==> config.mk <==
export PLATFORM = sky130hd
export DESIGN_NAME = prescaled_match_timer
export DESIGN_NICKNAME = d
export VERILOG_FILES = /design/src/rtl/ptm_pkg.sv /design/src/rtl/ptm_sync_edge.sv /design/src/rtl/ptm_count_core.sv /design/src/rtl/ptm_match_unit.sv /design/src/rtl/prescaled_match_timer.sv
export SDC_FILE = /design/constraint.sdc
export NUM_CORES = 1
export LEC_CHECK = 0
export BUFFER_PORTS_ARGS = -buffer_cell sky130_fd_sc_hd__buf_2
export CAP_MARGIN = 20
export CELL_PAD_IN_SITES_DETAIL_PLACEMENT = 1
export CELL_PAD_IN_SITES_GLOBAL_PLACEMENT = 2
export CORE_AREA = 2 2 170 172
export CTS_CLUSTER_SIZE = 30
export DETAILED_ROUTE_END_ITERATION = 12
export DIE_AREA = 0 0 172 174
export PLACE_DENSITY = 0.82
export SYNTH_ARGS = -nofsm -noshare
export SYNTH_HDL_FRONTEND = slang
export SYNTH_SLANG_ARGS = --single-unit
==> constraint.sdc <==
create_clock -name clk -period 4.73 [get_ports clk]
set_input_delay 0.2365 -clock clk [delete_from_list [all_inputs] [get_ports clk]]
set_output_delay 0.2365 -clock clk [all_outputs]
set_load 0.01 [all_outputs]
==> src/rtl/ptm_pkg.sv <==
package ptm_pkg;

  // Word indices (byte offset / 4) of the register file.
  localparam int unsigned IDX_FLAGS  = 0;
  localparam int unsigned IDX_CTRL   = 1;
  localparam int unsigned IDX_COUNT  = 2;
  localparam int unsigned IDX_PRESC  = 3;
  localparam int unsigned IDX_PCOUNT = 4;
  localparam int unsigned IDX_MCTRL  = 5;
  localparam int unsigned IDX_CMP0   = 6;
  localparam int unsigned IDX_CCTRL  = 10;
  localparam int unsigned IDX_CAP0   = 11;
  localparam int unsigned IDX_EXTM   = 15;
  localparam int unsigned IDX_MODE   = 28;
  localparam int unsigned IDX_PWM    = 29;

  // Position of the first pin action field in the external match register.
  localparam int unsigned EXT_ACT_LSB = 4;

  typedef enum logic [1:0] {
    PIN_KEEP   = 2'b00,
    PIN_CLEAR  = 2'b01,
    PIN_SET    = 2'b10,
    PIN_TOGGLE = 2'b11
  } pin_act_e;

  // New pin state after a match event.
  function automatic logic pin_apply(input logic cur, input logic [1:0] act);
    case (pin_act_e'(act))
      PIN_CLEAR:  return 1'b0;
      PIN_SET:    return 1'b1;
      PIN_TOGGLE: return ~cur;
      default:    return cur;
    endcase
  endfunction

  // PWM level: high once the count has reached the compare value.
  function automatic logic pwm_level(input logic [31:0] cnt, input logic [31:0] cmp);
    return cnt >= cmp;
  endfunction

  // Prescaler wrap condition.
  function automatic logic presc_wrap(input logic [31:0] pc, input logic [31:0] pr);
    return pc == pr;
  endfunction

endpackage

==> src/rtl/ptm_sync_edge.sv <==
module ptm_sync_edge #(
  parameter int W = 1
) (
  input  logic         clk,
  input  logic         rst_n,
  input  logic [W-1:0] din,
  output logic [W-1:0] rise,
  output logic [W-1:0] fall
);

  for (genvar g = 0; g < W; g++) begin : g_bit
    logic [2:0] sh_q;  // [0],[1] synchronizer, [2] previous synchronized value
    always_ff @(posedge clk or negedge rst_n) begin
      if (!rst_n) sh_q <= '0;
      else        sh_q <= {sh_q[1:0], din[g]};
    end
    assign rise[g] = sh_q[1] & ~sh_q[2];
    assign fall[g] = ~sh_q[1] & sh_q[2];
  end

endmodule

==> src/rtl/ptm_count_core.sv <==
module ptm_count_core
  import ptm_pkg::*;
#(
  parameter int TW = 16
) (
  input  logic          clk,
  input  logic          rst_n,
  input  logic          run,
  input  logic          hold,
  input  logic          cnt_mode,
  input  logic          ext_tick,
  input  logic          stop_req,
  input  logic          clr_req,
  input  logic          wr_tc,
  input  logic          wr_pc,
  input  logic [TW-1:0] wval,
  input  logic [TW-1:0] pr,
  output logic [TW-1:0] tc,
  output logic [TW-1:0] pc,
  output logic          adv
);

  logic          active;
  logic          wrap;
  logic [TW-1:0] tc_q, pc_q;

  assign active = run & ~hold & ~stop_req;
  assign wrap   = presc_wrap(32'(pc_q), 32'(pr));
  assign adv    = active & (cnt_mode ? ext_tick : wrap);

  always_ff @(posedge clk or negedge rst_n) begin
    if (!rst_n) begin
      pc_q <= '0;
      tc_q <= '0;
    end else if (hold) begin
      pc_q <= '0;
      tc_q <= '0;
    end else begin
      if (wr_pc)                     pc_q <= wval;
      else if (active && !cnt_mode)  pc_q <= wrap ? '0 : pc_q + TW'(1);

      if (wr_tc)     tc_q <= wval;
      else if (adv)  tc_q <= clr_req ? '0 : tc_q + TW'(1);
    end
  end

  assign tc = tc_q;
  assign pc = pc_q;

  // the prescaler wraps to zero after reaching PR
  a_r2_presc_wrap: assert property (@(posedge clk) disable iff (!rst_n)
    (run && !hold && !stop_req && !cnt_mode && !wr_pc && pc_q == pr) |=> (pc_q == '0));

  // the count only moves on an advance or a write
  a_r2_count_stable: assert property (@(posedge clk) disable iff (!rst_n)
    (!hold && !wr_tc && !adv) |=> $stable(tc_q));

  // hold forces both counters to zero
  a_r3_hold_zero: assert property (@(posedge clk) disable iff (!rst_n)
    hold |=> (tc_q == '0 && pc_q == '0));

endmodule

==> src/rtl/ptm_match_unit.sv <==
module ptm_match_unit #(
  parameter int TW = 16,
  parameter int NM = 4
) (
  input  logic                   clk,
  input  logic                   rst_n,
  input  logic                   armed,
  input  logic [TW-1:0]          tc,
  input  logic [NM-1:0][TW-1:0]  cmp,
  input  logic [3*NM-1:0]        mctl,
  output logic [NM-1:0]          evt,
  output logic [NM-1:0]          int_req,
  output logic                   stop_req,
  output logic                   clr_req
);

  logic [NM-1:0] level, level_q, stop_v, clr_v;

  for (genvar i = 0; i < NM; i++) begin : g_cmp
    assign level[i]   = armed & (tc == cmp[i]);
    assign evt[i]     = level[i] & ~level_q[i];
    assign int_req[i] = evt[i] & mctl[3*i];
    assign clr_v[i]   = (tc == cmp[i]) & mctl[3*i+1];
    assign stop_v[i]  = level[i] & mctl[3*i+2];
  end

  always_ff @(posedge clk or negedge rst_n) begin
    if (!rst_n) level_q <= '0;
    else        level_q <= level;
  end

  assign stop_req = |stop_v;
  assign clr_req  = |clr_v;

  // a match event lasts a single cycle
  a_r5_evt_pulse: assert property (@(posedge clk) disable iff (!rst_n)
    (evt != '0) |=> ((evt & $past(evt)) == '0));

endmodule

==> src/rtl/prescaled_match_timer.sv <==
module prescaled_match_timer
  import ptm_pkg::*;
#(
  parameter int TW   = 16,
  parameter int NM   = 4,
  parameter int NC   = 2,
  parameter int NPIN = 2,
  parameter int AW   = 7
) (
  input  logic            clk,
  input  logic            rst_n,
  input  logic [AW-1:0]   bus_addr,
  input  logic            bus_we,
  input  logic [31:0]     bus_wdata,
  output logic [31:0]     bus_rdata,
  input  logic [NC-1:0]   cap_in,
  input  logic            cnt_in,
  output logic            irq,
  output logic [NPIN-1:0] mat_out
);

  localparam int FW  = NM + 1;                 // flag bits
  localparam int MCW = 3 * NM;                 // match control width
  localparam int CCW = 3 * NC;                 // capture control width
  localparam int EMW = EXT_ACT_LSB + 2 * NPIN; // external match width

  logic [FW-1:0]          flags_q;
  logic [1:0]             ctrl_q;
  logic [TW-1:0]          presc_q;
  logic [MCW-1:0]         mctl_q;
  logic [NM-1:0][TW-1:0]  cmp_q;
  logic [CCW-1:0]         cctl_q;
  logic [NC-1:0][TW-1:0]  cap_q;
  logic [EMW-1:0]         extm_q;
  logic [2:0]             mode_q;
  logic [NPIN-1:0]        pwm_q;

  logic [TW-1:0] tc, pc;
  logic          adv;
  logic [NM-1:0] m_evt, m_int;
  logic          stop_req, clr_req;
  logic [NC-1:0] cap_rise, cap_fall, cap_evt;
  logic          cnt_rise, cnt_fall, src_rise, src_fall, ext_tick;
  logic          cnt_mode;
  logic [FW-1:0] flag_set, flag_clr;
  logic [31:0]   widx;

  assign widx = 32'(bus_addr[AW-1:2]);

  function automatic logic wsel(input int unsigned idx);
    return bus_we && (widx == idx);
  endfunction

  // ---------------- edge front ends ----------------
  ptm_sync_edge #(.W(NC)) u_cap_sync (
    .clk(clk), .rst_n(rst_n), .din(cap_in), .rise(cap_rise), .fall(cap_fall)
  );

  ptm_sync_edge #(.W(1)) u_cnt_sync (
    .clk(clk), .rst_n(rst_n), .din(cnt_in), .rise(cnt_rise), .fall(cnt_fall)
  );

  assign src_rise = mode_q[2] ? cap_rise[NC-1] : cnt_rise;
  assign src_fall = mode_q[2] ? cap_fall[NC-1] : cnt_fall;
  assign ext_tick = (mode_q[0] & src_rise) | (mode_q[1] & src_fall);
  assign cnt_mode = |mode_q[1:0];

  // ---------------- counting ----------------
  ptm_count_core #(.TW(TW)) u_core (
    .clk(clk), .rst_n(rst_n),
    .run(ctrl_q[0]), .hold(ctrl_q[1]),
    .cnt_mode(cnt_mode), .ext_tick(ext_tick),
    .stop_req(stop_req), .clr_req(clr_req),
    .wr_tc(wsel(IDX_COUNT)), .wr_pc(wsel(IDX_PCOUNT)),
    .wval(bus_wdata[TW-1:0]), .pr(presc_q),
    .tc(tc), .pc(pc), .adv(adv)
  );

  ptm_match_unit #(.TW(TW), .NM(NM)) u_match (
    .clk(clk), .rst_n(rst_n),
    .armed(ctrl_q[0] & ~ctrl_q[1]),
    .tc(tc), .cmp(cmp_q), .mctl(mctl_q),
    .evt(m_evt), .int_req(m_int),
    .stop_req(stop_req), .clr_req(clr_req)
  );

  // ---------------- plain registers ----------------
  always_ff @(posedge clk or negedge rst_n) begin
    if (!rst_n) begin
      ctrl_q  <= '0;
      presc_q <= '0;
      mctl_q  <= '0;
      cctl_q  <= '0;
      mode_q  <= '0;
      pwm_q   <= '0;
    end else begin
      if (wsel(IDX_CTRL))  ctrl_q  <= bus_wdata[1:0];
      if (stop_req)        ctrl_q[0] <= 1'b0;   // halt wins over a write
      if (wsel(IDX_PRESC)) presc_q <= bus_wdata[TW-1:0];
      if (wsel(IDX_MCTRL)) mctl_q  <= bus_wdata[MCW-1:0];
      if (wsel(IDX_CCTRL)) cctl_q  <= bus_wdata[CCW-1:0];
      if (wsel(IDX_MODE))  mode_q  <= bus_wdata[2:0];
      if (wsel(IDX_PWM))   pwm_q   <= bus_wdata[NPIN-1:0];
    end
  end

  for (genvar i = 0; i < NM; i++) begin : g_cmp_reg
    always_ff @(posedge clk or negedge rst_n) begin
      if (!rst_n)                          cmp_q[i] <= '0;
      else if (wsel(IDX_CMP0 + i))         cmp_q[i] <= bus_wdata[TW-1:0];
    end
  end

  // ---------------- capture ----------------
  for (genvar j = 0; j < NC; j++) begin : g_cap
    assign cap_evt[j] = (cap_rise[j] & cctl_q[3*j]) | (cap_fall[j] & cctl_q[3*j+1]);
    always_ff @(posedge clk or negedge rst_n) begin
      if (!rst_n)          cap_q[j] <= '0;
      else if (cap_evt[j]) cap_q[j] <= tc;
    end

    // a capture event stores the count seen in that cycle
    a_r7_cap_load: assert property (@(posedge clk) disable iff (!rst_n)
      cap_evt[j] |=> (cap_q[j] == $past(tc)));
  end

  // ---------------- interrupt flags ----------------
  assign flag_set = {cap_evt[0] & cctl_q[2], m_int};
  assign flag_clr = wsel(IDX_FLAGS) ? bus_wdata[FW-1:0] : '0;

  always_ff @(posedge clk or negedge rst_n) begin
    if (!rst_n) flags_q <= '0;
    else        flags_q <= (flags_q & ~flag_clr) | flag_set;
  end

  assign irq = |flags_q;

  // a pending flag survives unless a one is written to it
  a_r6_flag_sticky: assert property (@(posedge clk) disable iff (!rst_n)
    1'b1 |=> ((flags_q & $past(flags_q & ~flag_clr)) == $past(flags_q & ~flag_clr)));

  // a halting match drops the run bit
  a_r5_halt_clears_run: assert property (@(posedge clk) disable iff (!rst_n)
    stop_req |=> !ctrl_q[0]);

  // ---------------- external match pins ----------------
  for (genvar p = 0; p < NPIN; p++) begin : g_pin
    localparam int AL = EXT_ACT_LSB + 2 * p;
    always_ff @(posedge clk or negedge rst_n) begin
      if (!rst_n) begin
        extm_q[p]       <= 1'b0;
        extm_q[AL+1:AL] <= 2'b00;
      end else if (wsel(IDX_EXTM)) begin
        extm_q[p]       <= bus_wdata[p];
        extm_q[AL+1:AL] <= bus_wdata[AL+1:AL];
      end else if (m_evt[p]) begin
        extm_q[p]       <= pin_apply(extm_q[p], extm_q[AL+1:AL]);
      end
    end
    assign mat_out[p] = pwm_q[p] ? pwm_level(32'(tc), 32'(cmp_q[p])) : extm_q[p];
  end

  if (EXT_ACT_LSB > NPIN) begin : g_extm_pad
    always_ff @(posedge clk or negedge rst_n) begin
      if (!rst_n) extm_q[EXT_ACT_LSB-1:NPIN] <= '0;
      else        extm_q[EXT_ACT_LSB-1:NPIN] <= '0;
    end
  end

  // ---------------- read path ----------------
  always_comb begin
    bus_rdata = '0;
    case (widx)
      IDX_FLAGS:  bus_rdata = 32'(flags_q);
      IDX_CTRL:   bus_rdata = 32'(ctrl_q);
      IDX_COUNT:  bus_rdata = 32'(tc);
      IDX_PRESC:  bus_rdata = 32'(presc_q);
      IDX_PCOUNT: bus_rdata = 32'(pc);
      IDX_MCTRL:  bus_rdata = 32'(mctl_q);
      IDX_CCTRL:  bus_rdata = 32'(cctl_q);
      IDX_EXTM:   bus_rdata = 32'(extm_q);
      IDX_MODE:   bus_rdata = 32'(mode_q);
      IDX_PWM:    bus_rdata = 32'(pwm_q);
      default: begin
        for (int i = 0; i < NM; i++)
          if (widx == IDX_CMP0 + i) bus_rdata = 32'(cmp_q[i]);
        for (int j = 0; j < NC; j++)
          if (widx == IDX_CAP0 + j) bus_rdata = 32'(cap_q[j]);
      end
    endcase
  end

  logic unused_bits;
  assign unused_bits = ^{bus_addr[1:0], bus_wdata, cctl_q, adv};

endmodule

==> metrics, run 1 <==
status finished clean; Core ar. 0.0282 sq mm; TritonCTS clock tree built; Worst Path Arrival 4.14 ns; number of global-route vias before repair 9327; Die Width 172 microns; initial antenna violation count 1; most common library cells after synthesis dfrtp_1 (193), mux2_2 (140), a21oi_1 (60), inv_1 (56), nor2_1 (55); Worst-Margin Slew 1.06 ns; Via density 5.93; final hold vios 0; class of the worst hold path in2reg; via count 8784; Yosys reg bits 193; Synth cell types 68; fin nets 1166; Post-Syn Area 0.0111 sq mm; synthesized area per cell 10.4 sq um; Post-Route WL 36.4 mm; CP max stage delay 0.91 ns; CP startpoint u_core.tc[0]; Pwr Density 451 mW/mm^2; Area growth syn-to-layout 10.4%; Setup crit start kind register; largest net degree at the start of global routing 107; maximum vdd drop 0.000193 V; FP Rows 62; ranking of synthesized cells by area dfrtp_1 (43%), mux2_2 (14%), ha_1 (4.3%); CTS Sinks 193; post-synth top area share 43.4%; CTS root buffer clkbuf_16; layout cells sized above 1 23.6%; CP Data Required Time 5.10 ns; Initial Util 39.4%; DR pass1 iterations 5; Leakage Power 0.00544 uW; Main synth FF type dfrtp_1; final period utilization 79.7%; CP most frequent cell a22o_1; maximum buffer depth of the clock tree 2; number of remaining DRC errors 0; element type at the critical path end register; achievable clock frequency 0.265 GHz; number of max-cap violations 0; fin worst setup slack 0.958 ns; Final Skew 0.0171 ns; number of enable-type register cells in the synthesized netlist 0; Syn. warnings 0; detail-routed net length per standard cell 24.6 microns; top-count cell post-synth dfrtp_1; Total Routing Usage GR 25.0%; grt total ovfl 0; Final ANT Viol Nets 0; post-synth top area cell dfrtp_1; I/O Buffers 45; TNS Setup 0 ns; Max Slew Vio Count 0; Iter 0 DRT Violations 543; worst-skew pair later-pin latency 0.44 ns; RSZ-0062 raised after global routing false; asr flop ratio synth 100%; pre-CTS setup slack 1.07 ns; post-CTS resize count 0; HPWL after detailed placement 25.9 mm; FF-to-FF Start u_core.tc[0]; fillers 3158; Slew headroom 28.7%; fin crit period 3.77 ns; Die H 174 microns; worst r2r path cells 9; num ports 80; Clock Pin Slew Worst Setup and Hold Paths 0.08 ns; slowest stage cell, crit path nor4_1; register area share after synthesis 43.4%; Hold Crit Depth 2; first-pass GRT wire length 56.2 mm; Crit Path Category reg2reg; hold path startpoint bus_wdata[15]; Multi-input gate area 0.00570 sq mm; RD Place Congestion 0.865; full die area 0.0299 sq mm; worst-path fanout max 23; # H-tree levels 4; register area 0.00483 sq mm; crit-path cells inv_1 -> ha_1 -> nand4_1 -> nor4_1 -> a22o_1 -> a22o_1 -> o311a_1 -> o21bai_1 -> o2bb2ai_1; Synth Instances 1069; CTS buffer count 17; Finish-stage setup viols 0
-- stage by stage --
step           hold slack (ns)  total power (uW)  instances  area, sq um  utilization [%]
3_3_place_gp             0.334              3960       1443        11600             41.1
2_1_floorplan          -0.0591              3430       1084        11200                -
6_report                 0.166              5540       1481        12300             43.5
4_1_cts                  0.145              5560       1479        12300             43.4
5_1_grt                  0.166              5820       1480        12300             43.5
3_5_place_dp             0.337              4030       1443        11600             41.1
-- logic make-up (layout without fill, tap and decap cells) --
group,after synthesis,after routing,synth area share [%]
AO/OA/AOI/OAI,257,257,16.4
XOR/XNOR,52,52,4.09
adder cells (fa/ha/maj),38,38,4.27
buffers and inverters,147,159,5.98
flip-flops,193,193,43.4
multiplexers,146,146,14.7
other,1,17,0.0337
AND/OR/NAND/NOR,235,235,11.1
-- state kept, by name (all words and copies together) (netlist names) --
signal                 flops
u_cnt_sync.g_bit.sh_q      3
flags_q                    5
extm_q                     6
cap_q                     32
mctl_q                    12
u_core.pc                 16
ctrl_q                     2
cmp_q                     64
u_core.tc                 16
u_cap_sync.g_bit.sh_q      6
mode_q                     3
pwm_q                      2
cctl_q                     6
u_match.level_q            4
presc_q                   16
-- worst max-delay path, delay by kind of cell (launching register included) --
family	cells	cell delay (ns)
fa+ha+maj	1	0.32
buf+inv	1	0.20
simple gates	2	1.04
flops	1	0.58
compound gates	5	1.56
-- cells in the final DEF (no fill, tap or decap), types with 35 or more instances in the layout --
cell / n
dfrtp_1: 193
mux2_2: 140
a21oi_1: 60
inv_1: 56
nor2_1: 55
a22oi_1: 50
nand2_1: 46
buf_2: 44
ha_1: 38
xor2_1: 35
-- worst paths after layout --
check | slack (ns) | to
worst min-delay path | 0.17 | cmp_q[47]
worst min register to register | 0.35 | u_cap_sync.g_bit[1].sh_q[1]
worst max register to register | 0.96 | u_core.pc[6]
max in group asynchronous | 2.99 | u_core.tc[6]
min in group asynchronous | 0.44 | u_core.pc[13]
worst max-delay path | 0.96 | u_core.pc[6]
-- per-layer routing --
| metal | wire, microns | global-route usage (%) | share of wire [%] | vias to the layer above |
|---|---|---|---|---|
| met5 | 0 | 0 | 0 | - |
| met3 | 1730 | 3.83 | 4.7 | 61 |
| met4 | 1220 | 9.59 | 3.3 | 0 |
| met1 | 15900 | 33.4 | 44 | 4547 |
| li1 | - | - | - | 3918 |
| met2 | 17600 | 41.0 | 48 | 258 |
-- cell type report --
cell class,count,area share (%)
repair buffers,71,3.61
clock buffers,17,3.46
multi-input cells,744,46.4
flip-flops and latches,193,39.3
clock inverters,15,1.55
well taps,384,3.91
diodes,1,0.0204
inverters,56,1.71
-- repair_timing --
action	in CTS	in global routing
endpoints found under the setup margin	0	0
hold buffers	4	0
endpoints found under the hold margin	107	0
setup buffers	0	0
-- power breakdown --
part	internal (uW)	total [uW]	leakage [uW]	switching (uW)
combinational	698	1550	0.00268	853
sequential	2010	2470	0.00247	464
clock	765	1510	0.000293	747
total	3470	5540	0.00544	2060
Power figures use the tool's default switching activity.
==> run 2: changes to the inputs <==
Settings changed: ABC_AREA set to 1, CORE_AREA 2 2 170 172 to 2 2 183 185, DIE_AREA 0 0 172 174 to 0 0 185 187.
Clock period 4.73 ns to 3.83 ns, I/O delays scaled along.
==> run 2 against run 1 <==
Cell area increased by 5.2%. Total power is 40% higher. Sequential share of layout area decreased by 1.9 points. Critical path type unchanged. Clock skew down 0.0062 ns. Die area up 16%. Critical path depth is 5 higher. Fmax increased by 21%.
==> metrics, run 2 <==
status finished clean; RD Place Congestion 0.860; CTS buffer count 17; slowest stage cell, crit path dfrtp_1; synthesized area per cell 7.41 sq um; asr flop ratio synth 100%; Post-Route WL 41.6 mm; crit-path cells ha_1 -> nand2_1 -> nor2_1 -> nand2_1 -> nor2_1 -> nand3_1 -> o21ai_1 -> inv_1 -> nand2_1 -> nor2_4 -> nand3_4 -> nand2_4 -> nand2_1 -> nand2_1; Iter 0 DRT Violations 798; Most flops, register cmp_q; commonest non-fill, non-tap cell in the layout nand2_1; CP Data Required Time 4.17 ns; first-pass GRT wire length 65.1 mm; Final ANT Viol Nets 0; ranking of synthesized cells by area dfrtp_1 (42%), nand2_1 (14%), o21ai_0 (7.5%); Syn. warnings 0; Die H 187 microns; register area share after synthesis 41.6%; Area growth syn-to-layout 11.4%; biggest regs cmp_q: 64 flops, cap_q: 32 flops; Core ar. 0.0329 sq mm; Pwr Density 598 mW/mm^2; element type at the critical path end register; Max Slew Vio Count 0; Worst-Margin Slew 1.07 ns; Synth Instances 1564; Initial Util 35.3%; worst-skew pair later-pin latency 0.45 ns; Synth cell types 45; post-CTS resize count 0; post-synth top area share 41.6%; final period utilization 81.4%; TritonCTS clock tree built; Worst Path Arrival 3.46 ns; post-synth top area cell dfrtp_1; achievable clock frequency 0.321 GHz; maximum vdd drop 0.000274 V; # H-tree levels 4; most frequent cells in the layout nand2_1 (445), dfrtp_1 (193), o21ai_0 (174); hold path startpoint bus_wdata[0]; CP most frequent cell nand2_1; Finish-stage setup viols 0; most common library cells after synthesis nand2_1 (445), dfrtp_1 (193), o21ai_0 (174), inv_1 (161), nor2_1 (117); Main synth FF type dfrtp_1; grt total ovfl 0; FF-to-FF Start u_core.tc[5]; initial antenna violation count 0; number of remaining DRC errors 0; CP startpoint u_core.tc[5]; Final Skew 0.0109 ns; detail-routed net length per standard cell 20.4 microns; top-count cell post-synth nand2_1; CP max stage delay 0.62 ns; fin worst setup slack 0.712 ns; I/O Buffers 45; number of max-cap violations 0; maximum buffer depth of the clock tree 2; final hold vios 0; class of the worst hold path in2reg; Crit Path Category reg2reg; pre-CTS setup slack 0.815 ns; RSZ-0062 raised after global routing false; Total Routing Usage GR 24.9%; n_diodes 0; Power Total 7720 uW; num ports 80; Die Width 185 microns; largest net degree at the start of global routing 104; full die area 0.0346 sq mm; Clock Pin Slew Worst Setup and Hold Paths 0.08 ns; number of enable-type register cells in the synthesized netlist 0; Via density 5.20; Yosys reg bits 193; Slew headroom 28.8%; Leakage Power 0.00614 uW; FP Rows 67; fin crit period 3.12 ns; HPWL after detailed placement 30.6 mm; worst-path fanout max 17; DR pass1 iterations 5; number of global-route vias before repair 11000; via count 10600; CTS root buffer clkbuf_16; Setup crit start kind register; number of flip-flops in the largest register 64; TNS Setup 0 ns; layout cells sized above 1 8.73%; CTS Sinks 193; Post-Syn Area 0.0116 sq mm; fin nets 1662
## run 2: cell count changes in the layout (fill, tap and decap cells not counted), sizes merged, moves of 12 or more
| cell | before | now |
|---|---|---|
| o22ai | 13 | 25 |
| nor4 | 19 | 3 |
| a31oi | 16 | 2 |
| a22oi | 51 | 0 |
| mux2 | 140 | 0 |
| and2 | 12 | 0 |
| a22o | 26 | 0 |
| nand3 | 23 | 68 |
| nor2 | 60 | 127 |
| nand2 | 46 | 449 |
| o21ai | 20 | 178 |
| inv | 63 | 183 |
## run 2: through the flow
stage	util, %	hold WS [ns]	std cells	instance area (sq um)
final	39.3	0.0329	2040	12900
after global routing	39.3	0.0343	2040	12900
after CTS	39.0	0.0290	2036	12800
after detailed placement	36.8	0.306	2000	12100
after global placement	36.8	0.300	2000	12100
after floorplan	-	-0.104	1579	11700
## run 2: metal layers
layer / GRT usage (%) / vias to the layer above / part of all wire, %
met5: 0 / - / 0
met4: 5.53 / 0 / 1.5
met3: 2.80 / 34 / 2.5
met2: 41.5 / 183 / 48
met1: 34.6 / 5319 / 48
li1: - / 5080 / -
## run 2: final cells by class
type	count	area [sq um]
repair buffers	72	514
flip-flops and latches	193	4830
inverters	177	664
multi-input cells	1118	5680
clock buffers	19	453
fillers	4169	19900
well taps	448	561
clock inverters	13	219
## run 2: power breakdown
part           internal (uW)  switching [uW]  total, uW
clock network           1210             886       2100
logic                    902            1610       2510
registers               2510             611       3120
## run 2: critical path: cells and delay by family, from the launching register on
family | cells | cell delay (ns)
simple gates | 11 | 1.77
compound gates | 1 | 0.12
flops | 1 | 0.62
buf+inv | 1 | 0.07
fa+ha+maj | 1 | 0.43
## run 2: timing repair
item,in CTS,in global routing
hold buffers,4,0
setup buffers,0,0
hold endpoints to repair,103,0
## run 2: worst paths after layout
check | end | slack [ns] | depth (start not counted)
setup / recovery | u_core.tc[4] | 0.71 | 14
hold / removal | extm_q[0] | 0.03 | 3
min in group asynchronous | pwm_q[0] | 0.38 | 2
hold reg to reg | u_cap_sync.g_bit[1].sh_q[1] | 0.35 | 0
setup reg to reg | u_core.tc[4] | 0.71 | 14
max in group asynchronous | u_core.tc[0] | 2.29 | 3
## run 2: logic make-up after synthesis
family          after synthesis  share of synthesized area, %
fa+ha+maj                    38                          4.10
flops                       193                          41.6
xor+xnor                     48                          3.63
other cells                   1                        0.0323
buf+inv                     268                          9.98
compound gates              316                          15.2
mux                           1                        0.0863
simple gates                699                          25.4
==> run 3: changes to the inputs <==
Clock period 3.83 ns to 3 ns, I/O delays scaled along.
==> run 3 against run 2 <==
Clock power rose by 10%. Combinational power rose by 41%. Core utilization rose by 0.34 points. Total power rose by 25%. Cell count rose by 1.6%. Sequential cell count did not move. Sequential power rose by 23%. Critical path type is now reg2out. Critical endpoint is now mat_out[0]. Largest power group unchanged. Highest routed layer is now met5.
==> metrics, run 3 (synthesized netlist as in run 2, its figures left out) <==
status finished clean; grt total ovfl 0; Total Routing Usage GR 25.1%; Post-Route WL 41.5 mm; CTS buffer count 17; Setup crit start kind register; Via density 5.17; achievable clock frequency 0.361 GHz; Multi-input gate area 0.00567 sq mm; FF-to-FF End u_core.pc[14]; TritonCTS clock tree built; Clock Pin Slew Worst Setup and Hold Paths 0.08 ns; fin nets 1694; Worst-Margin Slew 0.976 ns; fillers 4153; Max Slew Vio Count 0; Leakage Power 0.00623 uW; postcts setup bufs 0; Crit Path Category reg2out; Iter 0 DRT Violations 749; Final ANT Viol Nets 0; Finish-stage setup viols 0; Cell Area, Placed 0.0124 sq mm; detail-routed net length per standard cell 20.0 microns; RD Place Congestion 0.884; design area 0.0130 sq mm; Slew headroom 34.8%; worst-skew pair later-pin latency 0.46 ns; CP Data Required Time 2.85 ns; hold path startpoint bus_wdata[5]; FP Rows 67; full die area 0.0346 sq mm; Area growth syn-to-layout 12.3%; Die H 187 microns; number of global-route vias before repair 11100; element type at the critical path end output pin; maximum buffer depth of the clock tree 2; fin util 39.6%; maximum vdd drop 0.000367 V; final hold vios 0; Pwr Density 743 mW/mm^2; final period utilization 92.5%; biggest regs cmp_q: 64 flops, cap_q: 32 flops; FF-to-FF Start u_core.tc[15]; HPWL after detailed placement 31.7 mm; number of max-cap violations 0; CTS Sinks 193; Most flops, register cmp_q; Hold Crit Depth 5; RSZ-0062 raised after global routing false; number of flip-flops in the largest register 64; CTS root buffer clkbuf_16; initial antenna violation count 2; num ports 80; fin crit period 2.77 ns; Core ar. 0.0329 sq mm; I/O Buffers 45; TNS Setup 0 ns; Worst Path Arrival 2.62 ns; via count 10700; Initial Util 35.3%; fin worst setup slack 0.226 ns; r2r setup slk 0.38 ns; DR pass1 iterations 5; # H-tree levels 4; register area 0.00483 sq mm; number of remaining DRC errors 0; Die Width 185 microns; WHS Endpoint u_core.pc[5]; worst-path fanout max 4; largest net degree at the start of global routing 71; worst r2r path cells 14; class of the worst hold path in2reg; most frequent cells in the layout nand2_1 (445), dfrtp_1 (192), o21ai_0 (174); first-pass GRT wire length 65.2 mm; layout cells sized above 1 10.6%; Min Hold Slack 0.0382 ns; commonest non-fill, non-tap cell in the layout nand2_1; pre-CTS setup slack 0.349 ns; Final Skew 0.0131 ns
-- run 3: cell types whose count changed in the layout (fill, tap and decap cells not counted), sizes merged --
cell	previous run	this run
clkbuf	20	18
dlygate4sd3	4	5
inv	183	185
clkinv	1	4
diode	0	1
buf	67	98
clkinvlp	1	2
bufinv	5	1
-- run 3: layout make-up --
type,instances,share of cell area (%)
clock buffer,17,3.27
antenna,1,0.0192
timing repair buffer,104,5.58
sequential,193,37.1
clock inverter,15,1.11
tap,448,4.30
multi-input combinational,1118,43.5
inverter,177,5.10
-- run 3: worst max path at each step --
stage | start | endpoint | slack (ns) | depth (start not counted)
after floorplan | u_core.tc[13] | u_core.pc[5] | 0.95 | 15
after detailed placement | u_core.tc[15] | u_core.pc[14] | 0.35 | 14
after global routing | u_core.tc[15] | mat_out[0] | 0.05 | 10
after global placement | u_core.tc[3] | u_core.pc[14] | 0.39 | 14
final | u_core.tc[15] | mat_out[0] | 0.23 | 10
after CTS | u_core.tc[15] | mat_out[0] | 0.16 | 10
-- run 3: through the flow --
stage | power [uW] | std cells
global placement | 7270 | 2035
finish | 9680 | 2073
global route | 10400 | 2072
CTS | 9730 | 2072
detailed placement | 7380 | 2035
floorplan | 6080 | 1579
-- run 3: per-layer routing --
layer | wire [microns] | GRT usage, % | vias to the layer above
met4 | 894 | 7.36 | 2
met3 | 1610 | 3.70 | 48
met1 | 19100 | 34.0 | 5317
li1 | - | - | 5148
met5 | 13 | 0 | -
met2 | 19800 | 41.4 | 209
-- run 3: power breakdown --
| part | internal [uW] | switching [uW] |
|---|---|---|
| registers | 3210 | 626 |
| logic | 1270 | 2260 |
| clock network | 1170 | 1140 |
-- run 3: worst max-delay path, cell delays in order (launching register included) --
cell and delay (ns):
dfrtp_1 0.44, ha_1 0.32, nand2_1 0.06, nor2_1 0.21, nand2_1 0.17, nor2_2 0.25, buf_4 0.17, nand3b_1 0.23
mux2i_1 0.13, inv_1 0.06, buf_2 0.12
-- run 3: repair_timing --
item,CTS,global route
endpoints found under the hold margin,70,0
resized for setup,0,2
hold buffers,5,0
endpoints found under the setup margin,0,1
